<file path="src/rtl/bitop_pkg.sv">
package bitop_pkg;
  localparam int FLAG_Z = 3;
  localparam int FLAG_N = 2;
  localparam int FLAG_H = 1;
  localparam int FLAG_C = 0;

  typedef enum logic [3:0] {
    OP_RLC  = 4'd0,
    OP_RRC  = 4'd1,
    OP_RL   = 4'd2,
    OP_RR   = 4'd3,
    OP_SLA  = 4'd4,
    OP_SRA  = 4'd5,
    OP_SWAP = 4'd6,
    OP_SRL  = 4'd7,
    OP_TEST = 4'd8,
    OP_CLR  = 4'd9,
    OP_SETB = 4'd10,
    OP_QRLC = 4'd11,
    OP_QRRC = 4'd12,
    OP_QRL  = 4'd13,
    OP_QRR  = 4'd14,
    OP_NONE = 4'd15
  } opCode_e;

  typedef enum logic [2:0] {
    UNIT_SHIFT,
    UNIT_SWAP,
    UNIT_TEST,
    UNIT_WRITE,
    UNIT_PASS
  } unitSel_e;

  typedef enum logic [1:0] {
    FILL_ZERO,
    FILL_CARRY,
    FILL_WRAP,
    FILL_SIGN
  } fillSel_e;

  typedef struct packed {
    logic     capture;
    unitSel_e unit;
    logic     dirRight;
    fillSel_e fill;
    logic     zForce0;
    logic     bitVal;
    logic     wbEn;
  } bitopCtrl_t;
endpackage

</file>
<file path="src/rtl/bitop_ctrl.sv">
module bitop_ctrl
  import bitop_pkg::*;
(
  input  logic       clk,
  input  logic       rstN,
  input  logic       start,
  input  logic [3:0] opSel,
  output bitopCtrl_t ctrl,
  output logic       done
);
  always_comb begin
    ctrl          = '0;
    ctrl.capture  = start;
    ctrl.unit     = UNIT_SHIFT;
    ctrl.fill     = FILL_ZERO;
    ctrl.wbEn     = 1'b1;
    unique case (opCode_e'(opSel))
      OP_RLC, OP_QRLC: ctrl.fill = FILL_WRAP;
      OP_RRC, OP_QRRC: begin
        ctrl.fill     = FILL_WRAP;
        ctrl.dirRight = 1'b1;
      end
      OP_RL, OP_QRL: ctrl.fill = FILL_CARRY;
      OP_RR, OP_QRR: begin
        ctrl.fill     = FILL_CARRY;
        ctrl.dirRight = 1'b1;
      end
      OP_SLA: ctrl.fill = FILL_ZERO;
      OP_SRA: begin
        ctrl.fill     = FILL_SIGN;
        ctrl.dirRight = 1'b1;
      end
      OP_SRL: begin
        ctrl.fill     = FILL_ZERO;
        ctrl.dirRight = 1'b1;
      end
      OP_SWAP: ctrl.unit = UNIT_SWAP;
      OP_TEST: begin
        ctrl.unit = UNIT_TEST;
        ctrl.wbEn = 1'b0;
      end
      OP_CLR: begin
        ctrl.unit   = UNIT_WRITE;
        ctrl.bitVal = 1'b0;
      end
      OP_SETB: begin
        ctrl.unit   = UNIT_WRITE;
        ctrl.bitVal = 1'b1;
      end
      default: begin
        ctrl.unit = UNIT_PASS;
        ctrl.wbEn = 1'b0;
      end
    endcase
    if (opSel >= OP_QRLC && opSel <= OP_QRR) ctrl.zForce0 = 1'b1;
  end

  always_ff @(posedge clk or negedge rstN) begin
    if (!rstN) done <= 1'b0;
    else       done <= start;
  end
endmodule

</file>
<file path="src/rtl/bitop_datapath.sv">
module bitop_datapath
  import bitop_pkg::*;
#(
  parameter int WIDTH = 8,
  localparam int IDXW = $clog2(WIDTH),
  localparam int NIB  = WIDTH / 2
) (
  input  logic             clk,
  input  logic             rstN,
  input  bitopCtrl_t       ctrl,
  input  logic [IDXW-1:0]  bitIdx,
  input  logic [WIDTH-1:0] operand,
  input  logic [3:0]       flagsIn,
  output logic [WIDTH-1:0] resultOut,
  output logic [3:0]       flagsOut,
  output logic             writeEn
);
  logic [WIDTH-1:0] bitMask;
  logic [WIDTH-1:0] shiftRes;
  logic [WIDTH-1:0] nextRes;
  logic [3:0]       nextFlags;
  logic             fillBit;
  logic             carryOut;

  for (genvar i = 0; i < WIDTH; i++) begin : g_mask
    assign bitMask[i] = (bitIdx == IDXW'(i));
  end

  always_comb begin
    unique case (ctrl.fill)
      FILL_CARRY: fillBit = flagsIn[FLAG_C];
      FILL_WRAP:  fillBit = ctrl.dirRight ? operand[0] : operand[WIDTH-1];
      FILL_SIGN:  fillBit = operand[WIDTH-1];
      default:    fillBit = 1'b0;
    endcase
    if (ctrl.dirRight) begin
      shiftRes = {fillBit, operand[WIDTH-1:1]};
      carryOut = operand[0];
    end else begin
      shiftRes = {operand[WIDTH-2:0], fillBit};
      carryOut = operand[WIDTH-1];
    end
  end

  always_comb begin
    nextRes   = operand;
    nextFlags = flagsIn;
    unique case (ctrl.unit)
      UNIT_SHIFT: begin
        nextRes           = shiftRes;
        nextFlags[FLAG_Z] = ~ctrl.zForce0 & (shiftRes == '0);
        nextFlags[FLAG_N] = 1'b0;
        nextFlags[FLAG_H] = 1'b0;
        nextFlags[FLAG_C] = carryOut;
      end
      UNIT_SWAP: begin
        nextRes   = {operand[NIB-1:0], operand[WIDTH-1:NIB]};
        nextFlags = {(operand == '0), 3'b000};
      end
      UNIT_TEST: begin
        nextFlags[FLAG_Z] = ~|(operand & bitMask);
        nextFlags[FLAG_N] = 1'b0;
        nextFlags[FLAG_H] = 1'b1;
      end
      UNIT_WRITE: begin
        nextRes = ctrl.bitVal ? (operand | bitMask) : (operand & ~bitMask);
      end
      default: ;
    endcase
  end

  always_ff @(posedge clk or negedge rstN) begin
    if (!rstN) begin
      resultOut <= '0;
      flagsOut  <= '0;
      writeEn   <= 1'b0;
    end else if (ctrl.capture) begin
      resultOut <= nextRes;
      flagsOut  <= nextFlags;
      writeEn   <= ctrl.wbEn;
    end
  end
endmodule

</file>
<file path="src/rtl/bitop_unit.sv">
module bitop_unit
  import bitop_pkg::*;
#(
  parameter int WIDTH = 8,
  localparam int IDXW = $clog2(WIDTH)
) (
  input  logic             clk,
  input  logic             rstN,
  input  logic             start,
  input  logic [3:0]       opSel,
  input  logic [IDXW-1:0]  bitIdx,
  input  logic [WIDTH-1:0] operand,
  input  logic [3:0]       flagsIn,
  output logic [WIDTH-1:0] resultOut,
  output logic [3:0]       flagsOut,
  output logic             writeEn,
  output logic             done
);
  bitopCtrl_t ctrl;

  bitop_ctrl u_ctrl (
    .clk   (clk),
    .rstN  (rstN),
    .start (start),
    .opSel (opSel),
    .ctrl  (ctrl),
    .done  (done)
  );

  bitop_datapath #(.WIDTH(WIDTH)) u_dp (
    .clk       (clk),
    .rstN      (rstN),
    .ctrl      (ctrl),
    .bitIdx    (bitIdx),
    .operand   (operand),
    .flagsIn   (flagsIn),
    .resultOut (resultOut),
    .flagsOut  (flagsOut),
    .writeEn   (writeEn)
  );
endmodule

</file>
<file path="config.mk">
export PLATFORM = sky130hd
export DESIGN_NAME = bitop_unit
export DESIGN_NICKNAME = d
export VERILOG_FILES = /design/src/rtl/bitop_pkg.sv /design/src/rtl/bitop_ctrl.sv /design/src/rtl/bitop_datapath.sv /design/src/rtl/bitop_unit.sv
export SDC_FILE = /design/constraint.sdc
export NUM_CORES = 1
export LEC_CHECK = 0
export ABC_AREA = 1
export CORE_MARGIN = 4
export CORE_UTILIZATION = 45
export CTS_CLUSTER_SIZE = 16
export DETAILED_ROUTE_END_ITERATION = 12
export DONT_BUFFER_PORTS = 1
export GPL_TIMING_DRIVEN = 0
export SLEW_MARGIN = 20
export SYNTH_ARGS = -nofsm -noshare
export SYNTH_HDL_FRONTEND = slang
export SYNTH_SLANG_ARGS = --single-unit
</file>
<file path="constraint.sdc">
create_clock -name clk -period 1.8 [get_ports clk]
set_input_delay 0.27 -clock clk [delete_from_list [all_inputs] [get_ports clk]]
set_output_delay 0.27 -clock clk [all_outputs]
set_load 0.01 [all_outputs]
</file>
; Yosys cells after proc, flatten, opt, wreduce, memory -nomap -nowiden
; Cells that the tools add are included.
[op_classes]
n_div = 0
n_shift = 0
n_reduce_logical = 14
add_sub_neg = 0
n_eq_ne = 27
mul = 0
n_bitwise = 6
order_cmp = 2
n_mux = 13
[ops]
columns = operator, count
row1 = == test 4 bit (second input constant), 7
row2 = case mux 8 bit (3 select lines), 1
row3 = AND 8 bit, 2
row4 = == test 4 x 3 -> 1 bit (second input constant), 4
row5 = logical NOT 8 bit, 2
row6 = 2-to-1 mux 8 bit, 2
row7 = OR reduction 14 bit, 1
row8 = == test 3 x 2 -> 1 bit (second input constant), 4
row9 = == test 3 bit (second input constant), 4
row10 = case mux 3 bit (4 select lines), 1
row11 = OR reduction 11 bit, 1
row12 = case mux 3 bit (3 select lines), 1
row13 = == test 4 x 2 -> 1 bit (second input constant), 2
row14 = inverter 8 bit, 1
row15 = bitwise OR 8 bit, 1
row16 = OR reduction 4 bit, 2
row17 = OR reduction 8 bit, 1
row18 = == test 3 x 1 -> 1 bit (second input constant), 2
row19 = logical NOT 3 bit, 2
row20 = case mux 2 bit (3 select lines), 1
row21 = OR reduction 6 bit, 1
row22 = 2-to-1 mux 1 bit, 5
row23 = == test 2 bit (second input constant), 2
row24 = == test 4 x 1 -> 1 bit (second input constant), 1
row25 = other kinds (11), 11
[totals]
word_cells = 66
latch_bits = 0
mem_count = 0
in_bits = 22
ram_bits = 0
rom_bits = 0
out_inout_bits = 14
regBits = 14

; Depth between registers and ports, before layout
; Gate-level depths: netlist of the first run.
[logic_depth]
ltp_word = 9
mapped_depth = 13
ltp_nobuf = 13

; By module
; From an unflattened synthesis of the first run, not the netlist that was laid out.
[unflattened]
hier_cells = 239
hier_area_um2 = 1420.1
[by_module_without_submodules]
columns = module, n_inst, cells_each, area_per_inst_um2
row1 = bitop_datapath, 1, 199, 1223.7
row2 = bitop_ctrl, 1, 40, 196.4

; Worst setup path before layout of the first run
; OpenSTA, ideal clock, no wires.
[synth_path]
kind = input-to-reg
start = input port opSel[1]
end = register u_dp.resultOut[2]
arrival_time_ns = 1.181
path_stages = 11
path_buffers = 0
setup_slack_ns = 0.496
setup_time_ns = 0.123
cell_sequence = inv_1 nor2_1 inv_1 nor2_2 inv_2 nand2_2 nor2_4 nand2_1 o211ai_1 o21ai_0 nand2_1
[synth_between]
elab_chain_len = 5
word_cells_on_any_way = 27
classes_between = eq/ne (16) / mux (6) / reduce/logical (5)
[synth_lines]
columns = element, line_no
row1 = start: declaration, bitop_unit.sv:10  ; input logic [3:0] opSel,
row2 = "== test 4 bit, or another cell as far along", bitop_ctrl.sv:17  ; unique case (opCode_e'(opSel))
row3 = "OR reduction 11 bit (no line), or another cell as far along", -
row4 = case mux 3 bit (4 select lines) or 2-to-1 mux 1 bit (tied branches), bitop_ctrl.sv:17
row5 = "== test 3 x 2 -> 1 bit, or another cell as far along", bitop_datapath.sv:48  ; unique case (ctrl.unit)
row6 = case mux 8 bit (3 select lines) *, bitop_datapath.sv:48
row7 = end signal: assignment, bitop_datapath.sv:78  ; resultOut <= nextRes;
row8 = end: declaration, bitop_datapath.sv:14  ; output logic [WIDTH-1:0] resultOut,
; Every way passes the cells marked *; elsewhere a longest branch is shown, timed or not.
; A chain may end at the register's enable or synchronous reset.

; Worst setup path after layout of the first run
[layout_path]
start = input port opSel[1]
end = register u_dp.resultOut[1]
; Same word-level chain as after synthesis.

==> results of run 1 <==
==> per-layer routing <==
metal,track usage [%],vias up,share of wire (%)
met5,0,-,0
met4,10.2,0,1.6
met3,3.62,6,9.2
met2,31.8,58,44
met1,26.8,606,46
li1,-,724,-
==> how the worst max path moves through the flow <==
stage | startpoint | end | slack [ps] | cells past startpoint
6_report | opSel[1] | u_dp.resultOut[1] | 520 | 11
5_1_grt | opSel[1] | u_dp.resultOut[1] | 290 | 11
4_1_cts | opSel[1] | u_dp.resultOut[1] | 540 | 11
3_5_place_dp | opSel[1] | u_dp.resultOut[1] | 270 | 11
3_3_place_gp | opSel[1] | u_dp.resultOut[1] | 240 | 11
2_1_floorplan | opSel[1] | u_dp.resultOut[2] | 500 | 11
==> area by class of cell <==
type	count	share of cell area, %
Multi-Input combinational cell	173	59.8
Sequential cell	14	26.3
Inverter	27	7.60
Tap cell	30	2.81
Clock buffer	3	1.69
Buffer	2	1.13
Timing Repair Buffer	1	0.750
==> cells in the final DEF, fill, tap and decap left out, drive strengths merged, types with 2 or more instances in the layout <==
master | Yosys | layout
clkbuf | 1 | 4
nor2 | 28 | 28
nand4 | 3 | 3
o21ai | 25 | 25
nand3 | 14 | 14
o211ai | 6 | 6
nor4 | 2 | 2
nor3 | 7 | 7
a31oi | 2 | 2
dfrtp | 14 | 14
a21oi | 9 | 9
nand2 | 74 | 74
inv | 26 | 26
==> cells in the mapped netlist (2+ instances only) <==
library cell  count
a21oi_1           9
a31oi_1           2
dfrtp_1          14
inv_1            21
inv_2             5
nand2_1          71
nand2_2           3
nand3_1          13
nand4_1           3
nor2_1           26
nor3_1            6
nor4_1            2
o211ai_1          6
o21ai_0          18
o21ai_1           7
==> metrics by stage <==
step           hold slack [ps]  setup slack [ps]  util [%]
6_report                  30.1               521      51.9
5_1_grt                   17.0               289      51.9
4_1_cts                   22.4               544      51.9
3_5_place_dp             -25.3               268      50.7
3_3_place_gp             -25.3               240      50.7
2_1_floorplan            -25.6               496         -
==> flip-flops by register name, indices dropped and copies added (netlist names) <==
signal and cells:
u_dp.resultOut 8, u_dp.flagsOut 4, u_ctrl.done 1, u_dp.writeEn 1
==> critical path, cell delays in order <==
cell	delay [ps]
inv_1	50
nor2_1	130
inv_1	80
nor2_2	200
inv_2	110
nand2_2	100
nor2_4	70
nand2_1	70
o211ai_1	70
o21ai_0	200
nand2_1	70
==> power breakdown <==
| group | internal [W] | switching (W) |
|---|---|---|
| logic | 0.0000789 | 0.000145 |
| clock network | 0.0000773 | 0.0000868 |
| registers | 0.000353 | 0.0000456 |
==> cell families (layout without fill, tap and decap cells) <==
group                  after synthesis  in the layout
AO/OA/AOI/OAI                       45             45
buffers and inverters               29             33
AND/OR/NAND/NOR                    128            128
flip-flops                          14             14
==> impl_metrics.csv, run 1 <==
group,metric,value,unit
run_status,status,"finished, final reports clean",
critical_path,start_kind,"input pin",
synth,synthCells,216,
critical_path,critical_path_required,1950,ps
clock_tree,cts_buffers,3,
pwr,vdd_drop_max,0.461,mV
place,numPlacedInstances,246,
flow_run,cap_viol_max_count,0,
synth,ys_seq_area_share,27.7,%
min_path,holdPathStages,0,
synth,syn_avg_cell_area,5.85,µm²
layout,fill_cells,278,
timing,finalSetupViolations,0,
clock_tree,hold_buffers,1,
critical_path,r2r-start,"u_dp.resultOut[4]",
clock_tree,path_clk_slew,70,ps
timing,fin_crit,1280,ps
pwr,finalPower,0.000787,W
synth,async_flop_share,100,%
timing,fin_crit_sh,71.0,%
layout,drive_above_1_share,7.27,%
clock_tree,htree_levels,1,
clock_tree,cts_root_buffer,"clkbuf_4",
die,initial_core_util,49.2,%
global_routing,grt_start_max_net_pins,15,
layout,finalNonFillerCells,250,
synth,yosys_warnings,0,
place,placed_area,1300,µm²
clock_tree,cts_tree,"done",
synth,ys_types,25,
clock_tree,insertion_delay,270,ps
critical_path,reg2regPathDepth,2,
critical_path,crit_type,"input pin to register",
synth,synth_edf_count,0,
global_routing,grt_overflow,0,
synth,synthAdderAreaFrac,0,%
die,dieArea,3720,µm²
critical_path,r2r_slack,1100,ps
clock_tree,clock_path_buffers,2,
clock_tree,cts_sinks,14,
route,drt_iter0_markers,72,
layout,nets,244,
synth,synth_mux_area_share,0,%
place,hpwl,2850,µm
die,die_h,61.0,µm
layout,diodes,0,
synth,yosysTopAreaCell,"dfrtp_1",
timing,finClkSkew,0,ps
timing,slew_headroom,60.0,%
synth,synth_area_leaders,"dfrtp_1 (28%), nand2_1 (21%), nor2_1 (7.7%)",
min_path,hp-start,"start",
die,num_rows,18,
min_path,hold-path-endpoint,"u_ctrl.done",
global_routing,grt_pass1_vias,1394,
die,core_area,2570,µm²
global_routing,grt_pass1_wl,5800,µm
global_routing,track_usage,20.3,%
route,routed_wl,3470,µm
critical_path,end_kind,"register",
pwr,power.density,590,nW/µm²
route,via_per_inst,5.58,
timing,rsz0062_at_grt,"false",
timing,hold_viol_final,0,
layout,multi_input_area,797,µm²
layout,regArea,350,µm²
timing,setup_tns,0,ps
route,routedWlPerCell,13.9,µm
min_path,hp-class,"input pin to register",
synth,synth-xor-area-share,0,%
route,ant_nets,0,
global_routing,antenna_found_initial,0,
synth,synth_ff_type,"dfrtp_1",
clock_tree,cts_setup_buffers,0,
timing,timing.fmax,782,MHz
die,dieWidth,61.0,µm
critical_path,r2r-end,"u_dp.resultOut[4]",
layout,syn_to_final_growth,5.54,%
layout,fin_area,1330,µm²
synth,syn-num-nets,238,
timing,slew_violations,0,
critical_path,arrival,1430,ps
route,vias,1394,
synth,synth-seq-cells,14,
route,dr.pass1.iters,4,
die,pin_count,36,
clock_tree,ctsResizeCount,0,
synth,synth_compound_area_share,19.8,%
synth,yosys.area_share.simple,43.3,%
place,numPortBuffers,0,
synth,synth_top_family_by_area,"simple AND/OR/NAND/NOR gates",
synth,yosys.area.top_type_share,27.7,%
synth,netlist_area,1260,µm²
place,gp_congestion,0.941,
route,drc,0,
critical_path,crit_fanout,7,
timing,worstMarginPinSlew,597,ps
pwr,p_leak,0.677,nW
(Power assumes the default switching activity.)
==> inputs of run 2 (changes only) <==
clock period = 1.3 ns   (was 1.8 ns; I/O delays follow)
==> run 2 against run 1 <==
Net effect:
- via count is 1.4% higher
- register-to-register slack worse by 500 ps
- clock-buffer cell count stayed put
- power is 40% higher
- global-route usage is 0.087 points higher
- wire length is 1.2% higher
- clock skew stayed put
==> impl_metrics.csv, run 2 (synthesis gave the netlist of run 1 again) <==
group,metric,value,unit
die,core_area,2570,µm²
clock_tree,path_clk_slew,80,ps
clock_tree,insertion_delay,270,ps
global_routing,track_usage,20.4,%
pwr,p_leak,0.683,nW
run_status,status,"finished, final reports clean",
clock_tree,cts_sinks,14,
flow_run,cap_viol_max_count,0,
pwr,vdd_drop_max,0.639,mV
layout,finalNonFillerCells,251,
layout,diodes,0,
min_path,hp-class,"input pin to register",
timing,slew_violations,0,
pwr,power.density,805,nW/µm²
clock_tree,clock_path_buffers,2,
critical_path,critical_path_required,1450,ps
critical_path,end_kind,"register",
layout,regMostFlops,"u_dp.resultOut",
clock_tree,htree_levels,1,
layout,nets,245,
die,num_rows,18,
route,routed_wl,3510,µm
pwr,finalPower,0.00110,W
timing,fin_crit,1140,ps
layout,final_cell_mix,"nand2_1 (70), nor2_1 (25), inv_1 (21)",
critical_path,r2r_slack,600,ps
layout,largest_register_ffs,8,
critical_path,crit_type,"input pin to register",
timing,timing.fmax,876,MHz
route,dr.pass1.iters,4,
timing,finalSetupViolations,0,
die,die_h,61.0,µm
critical_path,crit_path_end,"u_dp.resultOut[2]",
critical_path,r2r-start,"u_dp.resultOut[4]",
global_routing,grt_start_max_net_pins,15,
timing,whs,19.2,ps
layout,layout_commonest_cell,"nand2_1",
die,dieWidth,61.0,µm
clock_tree,cts_root_buffer,"clkbuf_4",
route,ant_nets,0,
timing,finClkSkew,0,ps
clock_tree,cts_setup_buffers,0,
critical_path,startpoint,"opSel[1]",
route,via_per_inst,5.63,
layout,largestRegisters,"u_dp.resultOut x8, u_dp.flagsOut x4",
critical_path,reg2regPathDepth,2,
place,numPortBuffers,0,
layout,drive_above_1_share,8.60,%
critical_path,r2r-end,"u_dp.resultOut[4]",
timing,worstMarginPinSlew,595,ps
route,vias,1414,
die,pin_count,36,
layout,syn_to_final_growth,8.12,%
clock_tree,cts_buffers,3,
clock_tree,cts_tree,"done",
place,numPlacedInstances,246,
timing,slew_headroom,60.2,%
critical_path,start_kind,"input pin",
global_routing,grt_pass1_wl,5830,µm
route,drc,0,
layout,fill_cells,277,
global_routing,antenna_found_initial,0,
place,hpwl,2850,µm
critical_path,arrival,1290,ps
global_routing,grt_pass1_vias,1401,
timing,fin_crit_sh,87.8,%
layout,regArea,350,µm²
layout,multi_input_area,820,µm²
timing,hold_viol_final,0,
route,drt_iter0_markers,90,
die,dieArea,3720,µm²
route,routedWlPerCell,14.0,µm
global_routing,grt_overflow,0,
place,gp_congestion,0.941,
critical_path,crit_fanout,7,
die,initial_core_util,49.2,%
[run 2: cell types whose count changed in the layout (fill, tap and decap cells not counted)]
| cell | before | now |
|---|---|---|
| nand2_2 | 3 | 4 |
| dlygate4sd3_1 | 1 | 2 |
| nand2_1 | 71 | 70 |
| nor2_4 | 1 | 2 |
| o21ai_1 | 7 | 8 |
| nand3_1 | 13 | 12 |
| nand3_4 | 0 | 1 |
| o21ai_0 | 18 | 17 |
| nor2_1 | 26 | 25 |
[run 2: per-stage QoR]
step                      cell area [µm²]  setup WS (ps)  utilization [%]  setup TNS (ps)
after global placement               1300           -185             50.7           -1160
after global routing                 1370          -10.5             53.2           -18.8
after CTS                            1340            119             52.3               0
after detailed placement             1300           -157             50.7           -1020
final                                1370            159             53.2               0
after floorplan                      1260           70.8                -               0
[run 2: worst min path at each step]
stage	from	end	slack [ps]	cells past startpoint
4_1_cts	start	u_dp.flagsOut[1]	10	1
3_3_place_gp	rstN	u_dp.flagsOut[3]	-100	0
5_1_grt	start	u_dp.flagsOut[1]	8	1
6_report	start	u_dp.flagsOut[1]	20	1
2_1_floorplan	rstN	u_ctrl.done	-100	0
3_5_place_dp	rstN	u_dp.flagsOut[3]	-100	0
[run 2: power breakdown]
| part | internal (W) | total [W] | switching [W] |
|---|---|---|---|
| Clock | 0.000107 | 0.000227 | 0.000120 |
| Sequential | 0.000489 | 0.000552 | 0.0000628 |
| Combinational | 0.000113 | 0.000320 | 0.000207 |
[run 2: area by class of cell]
type                    count  share of cell area, %
clock buffers               3                   1.65
plain buffers               2                   1.10
well taps                  30                   2.75
inverters                  27                   7.42
flip-flops and latches     14                   25.6
repair buffers              2                   1.47
multi-input cells         173                   60.0
[run 2: repair_timing]
| action | CTS | global route |
|---|---|---|
| endpoints found under the hold margin | 15 | 0 |
| hold buffers | 2 | 0 |
| resized for setup | 0 | 6 |
| setup endpoints to repair | 0 | 6 |
[run 2: critical path, cell delays in order]
cell      delay (ps)
inv_1             60
nor2_1           130
inv_1            110
nor2_4           150
inv_2             90
nand2_2           90
nor2_4            70
nand2_1           80
o211ai_1          80
o21ai_0          170
nand2_1           70
[run 2: metal layers]
metal	GRT usage (%)	wire length [µm]	vias up
met4	10.2	57	0
met5	0	0	-
met3	3.62	316	6
li1	-	-	731
met2	32.1	1530	66
met1	26.8	1600	611
==> inputs of run 3 (changes only) <==
CELL_PAD_IN_SITES_DETAIL_PLACEMENT = 1   (was default)
CELL_PAD_IN_SITES_GLOBAL_PLACEMENT = 1   (was default)
CORE_UTILIZATION = 41   (was 45)
PLACE_DENSITY_LB_ADDON = 0.1   (was default)
==> run 3 against run 2 <==
Net effect:
- clock skew unchanged
- register-to-register slack about the same
- die area rose by 8.5%
- sequential cell count stayed put
- clock power hardly changed
- worst setup slack lost 42 ps
- largest power group unchanged
- wire length increased by 28%
- fmax down 3.6%
==> impl_metrics.csv, run 3 (synthesis gave the netlist of run 1 again) <==
group,metric,value,unit
run_status,status,"finished, final reports clean",
place,pre_cts_slack,-302,ps
pwr,p_leak,0.689,nW
die,num_rows,19,
timing,fin_crit_sh,91.0,%
clock_tree,insertion_delay,270,ps
timing,timing.fmax,845,MHz
route,routed_wl,4480,µm
critical_path,startpoint,"opSel[0]",
critical_path,cpPeakStageDelay,150,ps
timing,worstMarginPinSlew,594,ps
critical_path,crit_type,"input pin to register",
global_routing,antenna_found_initial,0,
critical_path,crit_chain,"inv_1 > nand3_1 > nand2_4 > buf_6 > nand2_1 > nand2_1 > nand2_1 > nand4_1 > nand2_1 > nand3_1 > nand2_1 > nand2_1 > nand2_1",
die,pin_count,36,
route,vias,1485,
route,wl_met3,335,µm
critical_path,cp.depth,13,
pwr,finalPower,0.00112,W
critical_path,r2r-start,"u_dp.resultOut[6]",
clock_tree,cts_tree,"done",
layout,regMostFlops,"u_dp.resultOut",
place,gp_congestion,0.902,
critical_path,cp_top_family,"simple AND/OR/NAND/NOR gates",
layout,nets,246,
clock_tree,cts_root_buffer,"clkbuf_4",
global_routing,grt_pass1_wl,7350,µm
die,dieArea,4030,µm²
critical_path,end_kind,"register",
pwr,power.density,812,nW/µm²
die,dieWidth,63.5,µm
global_routing,grt_pass1_vias,1564,
layout,final_cell_mix,"nand2_1 (71), nor2_1 (24), inv_1 (21)",
pwr,power_frac_seq,49.4,%
timing,fin_crit,1180,ps
critical_path,cp_slowest_cell,"buf_6",
place,placed_area,1300,µm²
critical_path,critical_path_required,1470,ps
global_routing,grt_overflow,0,
timing,hold_viol_final,0,
layout,largest_register_ffs,8,
layout,fin_area,1380,µm²
place,numPortBuffers,0,
route,top_layer_used,"met4",
timing,finClkSkew,0,ps
layout,syn_to_final_growth,9.21,%
critical_path,crit_top_cell,"nand2_1",
clock_tree,cts_sinks,14,
timing,slew_headroom,60.3,%
pwr,power_frac_comb,30.5,%
layout,drive_above_1_share,9.01,%
route,ant_nets,0,
route,drt_iter0_markers,98,
timing,worst_slack,117,ps
pwr,vdd_drop_max,0.246,mV
pwr,internal_power,0.000712,W
clock_tree,clock_path_buffers,2,
critical_path,crit_fanout,10,
flow_run,cap_viol_max_count,0,
place,hpwl,3590,µm
timing,setup_tns,0,ps
clock_tree,cts_buffers,3,
route,routedWlPerCell,17.7,µm
pwr,switching_share,36.5,%
min_path,holdPathStages,1,
min_path,hp-start,"start",
timing,whs,25.0,ps
pwr,power_switching,0.000409,W
clock_tree,path_clk_slew,70,ps
route,met2WireLength,2140,µm
min_path,hp-class,"input pin to register",
critical_path,reg2regPathDepth,2,
timing,slew_violations,0,
layout,diodes,0,
global_routing,grt_start_max_net_pins,15,
clock_tree,htree_levels,1,
critical_path,arrival,1350,ps
critical_path,start_kind,"input pin",
route,via_per_inst,5.87,
route,wl_met1,1940,µm
die,core_area,2850,µm²
pwr,clockPowerShare,20.1,%
route,drc,0,
route,dr.pass1.iters,4,
die,die_h,63.5,µm
global_routing,track_usage,22.7,%
timing,finalSetupViolations,0,
layout,largestRegisters,"u_dp.resultOut x8, u_dp.flagsOut x4",
layout,layout_commonest_cell,"nand2_1",
die,initial_core_util,44.3,%
critical_path,path_buf_inv,2,
==> run 3: metrics by stage <==
stage | cells | utilization (%)
2_1_floorplan | 216 | -
3_3_place_gp | 247 | 45.7
6_report | 253 | 48.4
4_1_cts | 252 | 47.3
3_5_place_dp | 247 | 45.7
5_1_grt | 253 | 48.4
==> run 3: layout make-up <==
cell class,instances,area (µm²)
fillers,421,1470
multi-input cells,173,825
flip-flops and latches,14,350
inverters,27,101
well taps,31,38.8
repair buffers,3,27.5
clock buffers,3,22.5
plain buffers,2,15.0
==> run 3: repair_timing <==
item,in CTS,in global routing
buffers inserted,0,1
endpoints found under the setup margin,1,8
hold buffers,2,0
resized for setup,1,6
endpoints found under the hold margin,15,0
pin swaps,0,2
==> run 3: path summary, 6_finish.rpt <==
path,endpoint,slack (ps)
min in group asynchronous,u_dp.resultOut[5],370
setup / recovery,u_dp.flagsOut[3],120
hold reg to reg,u_dp.flagsOut[3],550
hold / removal,u_dp.flagsOut[1],20
setup reg to reg,u_dp.resultOut[6],600
max in group asynchronous,u_dp.flagsOut[2],550
==> run 3: power groups by stage <==
stage	sequential [W]	clock [W]	combinational, W
finish	0.000553	0.000226	0.000342
global route	0.000561	0.000262	0.000388
CTS	0.000555	0.000239	0.000331
detailed placement	0.000564	0	0.000316
global placement	0.000560	0	0.000301
floorplan	0.000551	0	0.000243
==> run 3: routing by layer <==
layer  vias up  GRT usage [%]
li1        728              -
met1       691           28.0
met2        58           39.0
met3         8           4.09
met4         0           8.89
met5         -              0
